===== src/rtl/obsq_pkg.sv =====
package obsq_pkg;

  // Multi-bit code that opens the firmware read path; all other codes block it.
  localparam logic [7:0] MUBI8_ON = 8'h96;

  typedef struct packed {
    logic ovf;
    logic unf;
    logic bad;
  } obsq_err_t;

endpackage


===== src/rtl/obsq_ram.sv =====
module obsq_ram #(
  parameter int DATA_W = 32,
  parameter int ADDR_W = 6
) (
  input  logic              clk,
  input  logic              we,
  input  logic [ADDR_W-1:0] waddr,
  input  logic [DATA_W-1:0] wdata,
  input  logic              re,
  input  logic [ADDR_W-1:0] raddr,
  output logic [DATA_W-1:0] rdata
);
  localparam int DEPTH = 1 << ADDR_W;

  logic [DATA_W-1:0] mem [DEPTH];

  // Simple dual-port, registered read with enable: maps onto block RAM.
  always_ff @(posedge clk) begin
    if (we) mem[waddr] <= wdata;
    if (re) rdata <= mem[raddr];
  end

endmodule


===== src/rtl/obsq_gate.sv =====
module obsq_gate #(
  parameter int             EN_W    = 8,
  parameter logic [EN_W-1:0] ON_CODE = obsq_pkg::MUBI8_ON
) (
  input  logic [EN_W-1:0] en_code,
  output logic            open_o
);
  // Exact match only; any corrupted or false code keeps the path shut.
  assign open_o = (en_code == ON_CODE);

endmodule


===== src/rtl/obsq_ctrl.sv =====
module obsq_ctrl
  import obsq_pkg::*;
#(
  parameter int ADDR_W = 6
) (
  input  logic              clk,
  input  logic              rst,
  input  logic              wr_valid,
  input  logic              rd_req,
  input  logic              gate_open,
  input  logic              err_clr,
  output logic              wr_ok,
  output logic              rd_ok,
  output logic [ADDR_W-1:0] waddr,
  output logic [ADDR_W-1:0] raddr,
  output logic [ADDR_W:0]   level,
  output obsq_err_t         err
);
  localparam int          PW    = ADDR_W + 1;
  localparam logic [PW-1:0] DEPTH = PW'(1 << ADDR_W);

  logic [PW-1:0] wp_q, rp_q, cnt_q, cnt_d;
  logic          full, empty, state_bad;
  obsq_err_t     err_q, err_set;

  assign full  = (cnt_q == DEPTH);
  assign empty = (cnt_q == '0);

  assign wr_ok = wr_valid && !full;
  assign rd_ok = rd_req && gate_open && !empty;

  always_comb begin
    cnt_d = cnt_q;
    if (wr_ok && !rd_ok) cnt_d = cnt_q + 1'b1;
    else if (rd_ok && !wr_ok) cnt_d = cnt_q - 1'b1;
  end

  always_ff @(posedge clk) begin
    if (rst) begin
      wp_q  <= '0;
      rp_q  <= '0;
      cnt_q <= '0;
    end else begin
      if (wr_ok) wp_q <= wp_q + 1'b1;
      if (rd_ok) rp_q <= rp_q + 1'b1;
      cnt_q <= cnt_d;
    end
  end

  // Redundant occupancy check: the count must match the pointer distance.
  assign state_bad = (cnt_q > DEPTH) || (cnt_q != PW'(wp_q - rp_q));

  assign err_set.ovf = wr_valid && full;
  assign err_set.unf = rd_req && gate_open && empty;
  assign err_set.bad = state_bad;

  always_ff @(posedge clk) begin
    if (rst) err_q <= '0;
    else     err_q <= (err_clr ? '0 : err_q) | err_set;
  end

  assign waddr = wp_q[ADDR_W-1:0];
  assign raddr = rp_q[ADDR_W-1:0];
  assign level = cnt_q;
  assign err   = err_q;

  p_ovf_flag_r3: assert property (@(posedge clk) disable iff (rst)
    (wr_valid && level == DEPTH) |=> err.ovf);

  p_unf_flag_r4: assert property (@(posedge clk) disable iff (rst)
    (rd_req && gate_open && level == '0) |=> err.unf);

  p_err_hold_r9: assert property (@(posedge clk) disable iff (rst)
    (err.ovf && !err_clr) |=> err.ovf);

  p_level_keep_r11: assert property (@(posedge clk) disable iff (rst)
    (wr_ok && rd_ok) |=> $stable(level));

endmodule


===== src/rtl/obsq_gated.sv =====
module obsq_gated
  import obsq_pkg::*;
#(
  parameter int DATA_W = 32,
  parameter int ADDR_W = 6,
  parameter int THR_W  = 6,
  parameter int EN_W   = 8
) (
  input  logic              clk,
  input  logic              rst,
  input  logic              wr_valid,
  input  logic [DATA_W-1:0] wr_data,
  input  logic              rd_req,
  output logic [DATA_W-1:0] rd_data,
  input  logic [THR_W-1:0]  irq_thresh,
  input  logic [EN_W-1:0]   fw_rd_en,
  output logic              thr_irq,
  input  logic              err_clr,
  output logic              err_overflow,
  output logic              err_underflow,
  output logic              err_state
);
  localparam int CW = (THR_W > ADDR_W + 1) ? THR_W : ADDR_W + 1;

  logic              gate_open, wr_ok, rd_ok;
  logic [ADDR_W-1:0] waddr, raddr;
  logic [ADDR_W:0]   level;
  logic [DATA_W-1:0] ram_q;
  logic              rd_zero_q;
  obsq_err_t         err;

  obsq_gate #(.EN_W(EN_W), .ON_CODE(EN_W'(MUBI8_ON))) u_gate (
    .en_code (fw_rd_en),
    .open_o  (gate_open)
  );

  obsq_ctrl #(.ADDR_W(ADDR_W)) u_ctrl (
    .clk       (clk),
    .rst       (rst),
    .wr_valid  (wr_valid),
    .rd_req    (rd_req),
    .gate_open (gate_open),
    .err_clr   (err_clr),
    .wr_ok     (wr_ok),
    .rd_ok     (rd_ok),
    .waddr     (waddr),
    .raddr     (raddr),
    .level     (level),
    .err       (err)
  );

  obsq_ram #(.DATA_W(DATA_W), .ADDR_W(ADDR_W)) u_ram (
    .clk   (clk),
    .we    (wr_ok),
    .waddr (waddr),
    .wdata (wr_data),
    .re    (rd_ok),
    .raddr (raddr),
    .rdata (ram_q)
  );

  // Blocked or empty reads return zero; the RAM output register is left alone.
  always_ff @(posedge clk) begin
    if (rst)         rd_zero_q <= 1'b1;
    else if (rd_req) rd_zero_q <= !rd_ok;
  end

  assign rd_data = rd_zero_q ? '0 : ram_q;

  // Level interrupt straight off the occupancy register; threshold 0 disables.
  assign thr_irq = (irq_thresh != '0) && (CW'(level) >= CW'(irq_thresh));

  assign err_overflow  = err.ovf;
  assign err_underflow = err.unf;
  assign err_state     = err.bad;

  p_gate_blocks_r5: assert property (@(posedge clk) disable iff (rst)
    (rd_req && !gate_open) |=> (rd_data == '0));

  p_gate_no_unf_r5: assert property (@(posedge clk) disable iff (rst)
    (rd_req && !gate_open && !err.unf && !err_clr) |=> !err.unf);

endmodule


===== config.mk =====
export PLATFORM = sky130hd
export DESIGN_NAME = obsq_gated
export DESIGN_NICKNAME = d
export VERILOG_FILES = /design/src/rtl/obsq_pkg.sv /design/src/rtl/obsq_ram.sv /design/src/rtl/obsq_gate.sv /design/src/rtl/obsq_ctrl.sv /design/src/rtl/obsq_gated.sv
export SDC_FILE = /design/constraint.sdc
export NUM_CORES = 2
export LEC_CHECK = 0
export BUFFER_PORTS_ARGS = -buffer_cell sky130_fd_sc_hd__buf_4
export CAP_MARGIN = 40
export CORE_MARGIN = 5
export CORE_UTILIZATION = 30
export CTS_BUF_LIST = sky130_fd_sc_hd__clkbuf_4
export DETAILED_ROUTE_END_ITERATION = 16
export PLACE_DENSITY_LB_ADDON = 0.08
export REMOVE_ABC_BUFFERS = 1
export SETUP_SLACK_MARGIN = 0.2
export SLEW_MARGIN = 5
export SYNTH_ARGS = -nofsm -noshare
export SYNTH_HDL_FRONTEND = slang
export SYNTH_SLANG_ARGS = --single-unit
export TNS_END_PERCENT = 100

===== constraint.sdc =====
create_clock -name clk -period 6.6 [get_ports clk]
set_input_delay 1.65 -clock clk [delete_from_list [all_inputs] [get_ports clk]]
set_output_delay 1.65 -clock clk [all_outputs]
set_load 0.03 [all_outputs]

-- Yosys cells after proc, flatten, opt, wreduce, memory -nomap -nowiden
Memory sizes are Yosys's and may differ from the RTL's. A register that Yosys moved wholly into a read port is not among the register bits.
Index checks and enable logic that the tools add are counted.
- memories kept: 1
- register bits after elaboration: 25
- memory bits (read-only): 0
- output and inout port bits: 36
- bits in latches: 0
- logic and storage cells: 41
- memory bits (writable): 2048
- input port bits: 51
- memories (name ; words ; width ; rd ports ; clocked after Yosys merged registers in ; wr ports ; line ; text):
    u_ram.mem ; 64 ; 32 ; 1 ; 1 ; 1 ; obsq_ram.sv:15 ; logic [DATA_W-1:0] mem [DEPTH];
- $add $sub $neg: 5
- multiply operators: 0
- bitwise logic cells: 1
- magnitude comparators: 2
- divide/modulo/power cells: 0
- shift operators: 0
- eq/ne operators: 3
- reductions and logical operators: 16
- muxes and demuxes: 6
- operators with widths (operator ; number):
    32-bit two-way mux ; 1
    7-bit by 1-bit adder with 7-bit output (second input constant) ; 3
    7-bit two-way mux ; 2
    8-bit equality test (second input constant) ; 1
    1-bit logical AND ; 8
    7-bit equality test (second input constant) ; 1
    7-bit by 6-bit greater-or-equal comparator with 1-bit output ; 1
    7-bit greater-than comparator (second input constant) ; 1
    7-bit logical NOT ; 1
    7-bit != test ; 1
    7-bit by 1-bit subtractor with 7-bit output (second input constant) ; 1
    7-bit subtractor ; 1
    6-bit nonzero test ; 1
    1-bit logical NOT ; 4
    3-bit two-way mux ; 1
    3-bit OR ; 1
    1-bit two-way mux ; 2
    2-bit nonzero test ; 1
    1-bit logical OR ; 1

-- Longest topological paths before layout
- depth in word-level cells: 7
- gate-level depth with buffers: 14
- gate-level depth less buffers: 13

-- Hierarchy
A second synthesis with hierarchy kept.
- cell total of the unflattened synthesis: 3581
- area total of the unflattened synthesis: 80972.7 µm²
- by module, submodules not included (module ; area an instance (µm²) ; cells an instance ; instances ; seq. area each (µm²)):
    obsq_ram ; 78835.6 ; 3324 ; 1 ; 62459.9
    obsq_ctrl ; 1696.6 ; 195 ; 1 ; 480.5
    obsq_gated ; 414.1 ; 59 ; 1 ; 20.0
    obsq_gate ; 26.3 ; 3 ; 1 ; 0.0

-- Worst setup path before layout
OpenSTA, ideal clock, no wires.
- kind: input -> register
- from: in fw_rd_en[5]
- to: reg u_ctrl.cnt_q[5], in the netlist u_ctrl.level[5]
- slack: 1.381 ns
- cell stages on the path: 14
- data required time: 6.480 ns
- library setup time: 0.120 ns
- buffers on the path: 1
- arrival: 5.099 ns
- cells stage by stage: nand4bb_1 nor4_1 o21a_1 clkbuf_1 inv_1 ha_1 inv_1 ha_1 a21o_1 a21oi_1 nor2_1 o21ai_0 nor4_1 a211o_1
- longest elaborated chain between the ends: 6
- elaborated cells on any way between the ends: 8
- classes of those cells: eq/ne: 1; mux: 1; reduce/logical: 6
- RTL lines (what ; line ; text):
    start, declared ; obsq_gated.sv:16 ; input logic [EN_W-1:0] fw_rd_en,
    8-bit equality test * ; obsq_gate.sv:9 ; assign open_o = (en_code == ON_CODE);
    1-bit logical AND * (2 in series) ; obsq_ctrl.sv:30 ; assign rd_ok = rd_req && gate_open && !empty;
    net rd_ok ; obsq_gated.sv:25 ; logic gate_open, wr_ok, rd_ok;
    1-bit logical NOT ; obsq_ctrl.sv:34 ; if (wr_ok && !rd_ok) cnt_d = cnt_q + 1'b1;
    1-bit logical AND ; obsq_ctrl.sv:34 ;
    7-bit two-way mux / 2-bit nonzero test (equally long branches) ; -- ;
    end signal, assigned ; obsq_ctrl.sv:46 ; cnt_q <= cnt_d;
    end, declared ; obsq_ctrl.sv:22 ; logic [PW-1:0] wp_q, rp_q, cnt_q, cnt_d;
The timed path passes the listed nets; every way through them passes the cells marked *.
A chain may end at the register's enable or synchronous reset.

-- Worst setup path after layout
- from: reg u_ctrl.cnt_q[0], in the netlist u_ctrl.level[0]
- to: out thr_irq
- longest elaborated chain between the ends: 2
- RTL lines (what ; line ; text):
    7-bit by 6-bit greater-or-equal comparator with 1-bit output ; obsq_gated.sv:71 ; assign thr_irq = (irq_thresh != '0) && (CW'(level) >= CW'(irq_thresh));
    1-bit logical AND ; obsq_gated.sv:71 ;
    end, declared ; obsq_gated.sv:17 ; output logic thr_irq,
No other way between the ends.

==> flow_metrics.py <==
metrics = {
    "critical_path": {
        "cp-startpoint": "u_ctrl.level[0]$_SDFFE_PP0P_",
        "cp-end-kind": "output pin",
        "crit_fanout": 7,
        "worstPathArrival_ns": 3.69,
        "path_class": "reg2out",
        "critPathLaunchType": "flip-flop",
        "setup.worst_path.end": "thr_irq",
        "crit_required_ns": 4.95,
        "timing.rr.start": "u_ctrl.rp_q[2]$_SDFFE_PP0P_",
        "r2r-end": "u_ram.rdata[16]$_DFFE_PP_",
        "rrSetupSlack_ns": 2.62,
        "r2r_cells": 6,
    },
    "global_routing": {
        "grt_max_degree": 88,
        "grt_pass1_vias": 42600,
        "antenna_found_initial": 34,
        "grt_usage": 0.193,
        "grt_pass1_wl_um": 371000,
        "overflow": 0,
    },
    "routing": {
        "dr_total_vias": 41700,
        "first_iter_violations": 3756,
        "wl_per_cell_um": 33.2,
        "drc": 0,
        "wirelength_um": 274000,
        "postRouteAntennaNets": 0,
        "first_pass_iters": 5,
        "viasPerCell": 5.05,
    },
    "die": {
        "die_width_um": 527,
        "rows": 189,
        "io_pins": 87,
        "core_mm2": 0.266,
        "start_util": 0.302,
        "die_height_um": 527,
        "die_area_mm2": 0.278,
    },
    "sta": {
        "period_minus_slack_ns": 5.34,
        "holdWs_ns": 0.450,
        "worst_slew_pin_slew_ns": 1.11,
        "slew_headroom": 0.263,
        "setup_slack_ns": 1.26,
        "report.final.slew_viol_count": 0,
        "rsz0062_at_grt": "no",
        "finalHoldViolations": 0,
        "fin_crit_sh": 0.810,
        "clock_skew_ns": 0.0832,
        "fmax_mhz": 187,
        "setup_viol": 0,
    },
    "clock_network": {
        "ctsHtreeMaxLevel": 6,
        "numCtsBuffers": 598,
        "root_buffer": "clkbuf_4",
        "cts_tree": "done",
        "cts_resized": 0,
        "path_clk_slew_ns": 0.06,
        "cts_num_sinks": 2105,
        "postCtsSetupRepairBufs": 0,
        "cts.path.max_buffers": 4,
        "ctsHoldBuffers": 0,
        "worstSkewPairLatency_ns": 1.46,
    },
    "cells_and_area": {
        "seqCellArea_mm2": 0.0630,
        "fillers": 25000,
        "stdcell_count": 8265,
        "final_common_cell": "edfxtp_1",
        "final_nets": 4369,
        "layout_common_cells": "edfxtp_1, clkbuf_4, mux4_2",
        "postLayoutCellArea_mm2": 0.0948,
        "areaGrowthSynthToFinish_pct": 18.2,
        "multiInputGateArea_mm2": 0.0168,
        "drive_gt1_frac": 0.386,
    },
    "placed_design": {
        "pre_cts_ws_ns": 1.55,
        "placed_area_mm2": 0.0873,
        "placement.io_buffers": 86,
        "placed_cells": 7229,
        "hpwlAfterDp_um": 175000,
        "gp_congestion": 0.792,
    },
    "min_path": {
        "hold_path_class": "in2reg",
        "holdPathStages": 1,
    },
    "synth": {
        "synth_xor_area_frac": 0.00251,
        "synth-simple-area-share": 0.0224,
        "synth_top_area_frac": 0.778,
        "yosysUniqueCellTypes": 59,
        "synth_edf_count": 2080,
        "synth_top_family_by_area": "multiplexers",
        "ys_seq_area_frac": 0.785,
        "syn_area_mm2": 0.0802,
        "ys_async_sr_fraction": 0,
        "synth_area_leaders": "edfxtp_1, mux4_2, a22oi_1",
        "synth_ff_type": "edfxtp_1",
        "postSynthRegisterBits": 2105,
        "yosys_warnings": 0,
        "synthCells": 3598,
        "synth_fa_ha_area_frac": 0.00362,
        "yosysTopAreaCell": "edfxtp_1",
        "synth_compound_area_frac": 0.0305,
        "synth.area.mux_share": 0.144,
        "avgSynthCellArea_um2": 22.3,
    },
    "pwr": {
        "powerDensity_mw_per_mm2": 294,
        "ir_drop_mv": 0.147,
        "p_leak_nw": 29.3,
    },
    "flow_run": {
        "cap_violations": 0,
    },
    "status": {
        "outcome": "finished clean",
    },
}
==> cell usage after synthesis (all sizes together) (15+ instances only) <==
cell,n
mux2i,51
edfxtp,2080
buf,94
a22o,27
mux4,490
nand2,49
xnor2,16
a221o,15
dfxtp,25
o22ai,29
nor2b,37
nor2,116
a22oi,149
and4,21
clkbuf,107
ha,20
a221oi,33
inv,16
a21oi,20
nand3,100
==> how the worst min path moves through the flow <==
stage | startpoint | to | slack [ns]
2_1_floorplan | u_ctrl.wp_q[6]$_SDFFE_PP0P_ | u_ctrl.wp_q[6]$_SDFFE_PP0P_ | 0.46
5_1_grt | wr_data[19] | u_ram.mem[43][19]$_DFFE_PP_ | 0.30
3_5_place_dp | u_ctrl.err[2]$_SDFF_PP0_ | u_ctrl.err[2]$_SDFF_PP0_ | 0.46
6_report | wr_data[19] | u_ram.mem[43][19]$_DFFE_PP_ | 0.45
4_1_cts | wr_data[19] | u_ram.mem[43][19]$_DFFE_PP_ | 0.24
3_3_place_gp | u_ctrl.err[2]$_SDFF_PP0_ | u_ctrl.err[2]$_SDFF_PP0_ | 0.46
==> cells by family after synthesis <==
logic type	Yosys count
flip-flops	2105
adder cells (fa/ha/maj)	22
buffers and inverters	221
XOR/XNOR	23
AO/OA/AOI/OAI	323
AND/OR/NAND/NOR	363
multiplexers	541
==> per-layer routing <==
metal	vias to the layer above	share of wire	track usage	wire length, um
met2	1424	0.47	0.306	129000
met5	-	0.00023	0	62
met1	22700	0.45	0.272	122000
met4	10	0.021	0.0484	5650
met3	372	0.062	0.0419	17100
li1	17200	-	-	-
==> cell type report <==
cell class | count | share of cell area
antenna | 29 | 0.000765
clock buffer | 877 | 0.0694
clock inverter | 130 | 0.00898
inverter | 20 | 0.000792
multi-input combinational | 1272 | 0.177
sequential | 2105 | 0.664
tap | 3533 | 0.0466
timing repair buffer | 299 | 0.0320
==> through the flow <==
stage | utilization | setup TNS (ns) | power [mW]
2_1_floorplan | - | -658.21 | 15.5
3_3_place_gp | 0.325 | 0 | 16.1
3_5_place_dp | 0.329 | 0 | 16.2
4_1_cts | 0.357 | 0 | 28.3
5_1_grt | 0.357 | 0 | 29.1
6_report | 0.357 | 0 | 27.8
==> power breakdown <==
part / internal (mW) / total [mW] / switching (mW)
Sequential: 14.8 / 14.9 / 0.0654
Combinational: 0.292 / 0.979 / 0.687
Clock: 6.31 / 12.0 / 5.68
Total: 21.4 / 27.8 / 6.43
==> worst max-delay path, cell delays in order (launching register included) <==
cell       delay, ns
dfxtp_1         0.52
inv_1           0.08
ha_1            0.27
nand2b_1        0.14
a21o_1          0.18
a21o_1          0.17
a21o_1          0.17
a2111oi_0       0.42
nor3_1          0.10
buf_4           0.18
==> sequential cells by signal, summed over array words and instances, names as in the netlist <==
name          flops
rd_zero_q         1
u_ctrl.err        3
u_ctrl.level      7
u_ctrl.rp_q       7
u_ctrl.wp_q       7
u_ram.mem      2048
u_ram.rdata      32
Power figures use the tool's default switching activity.
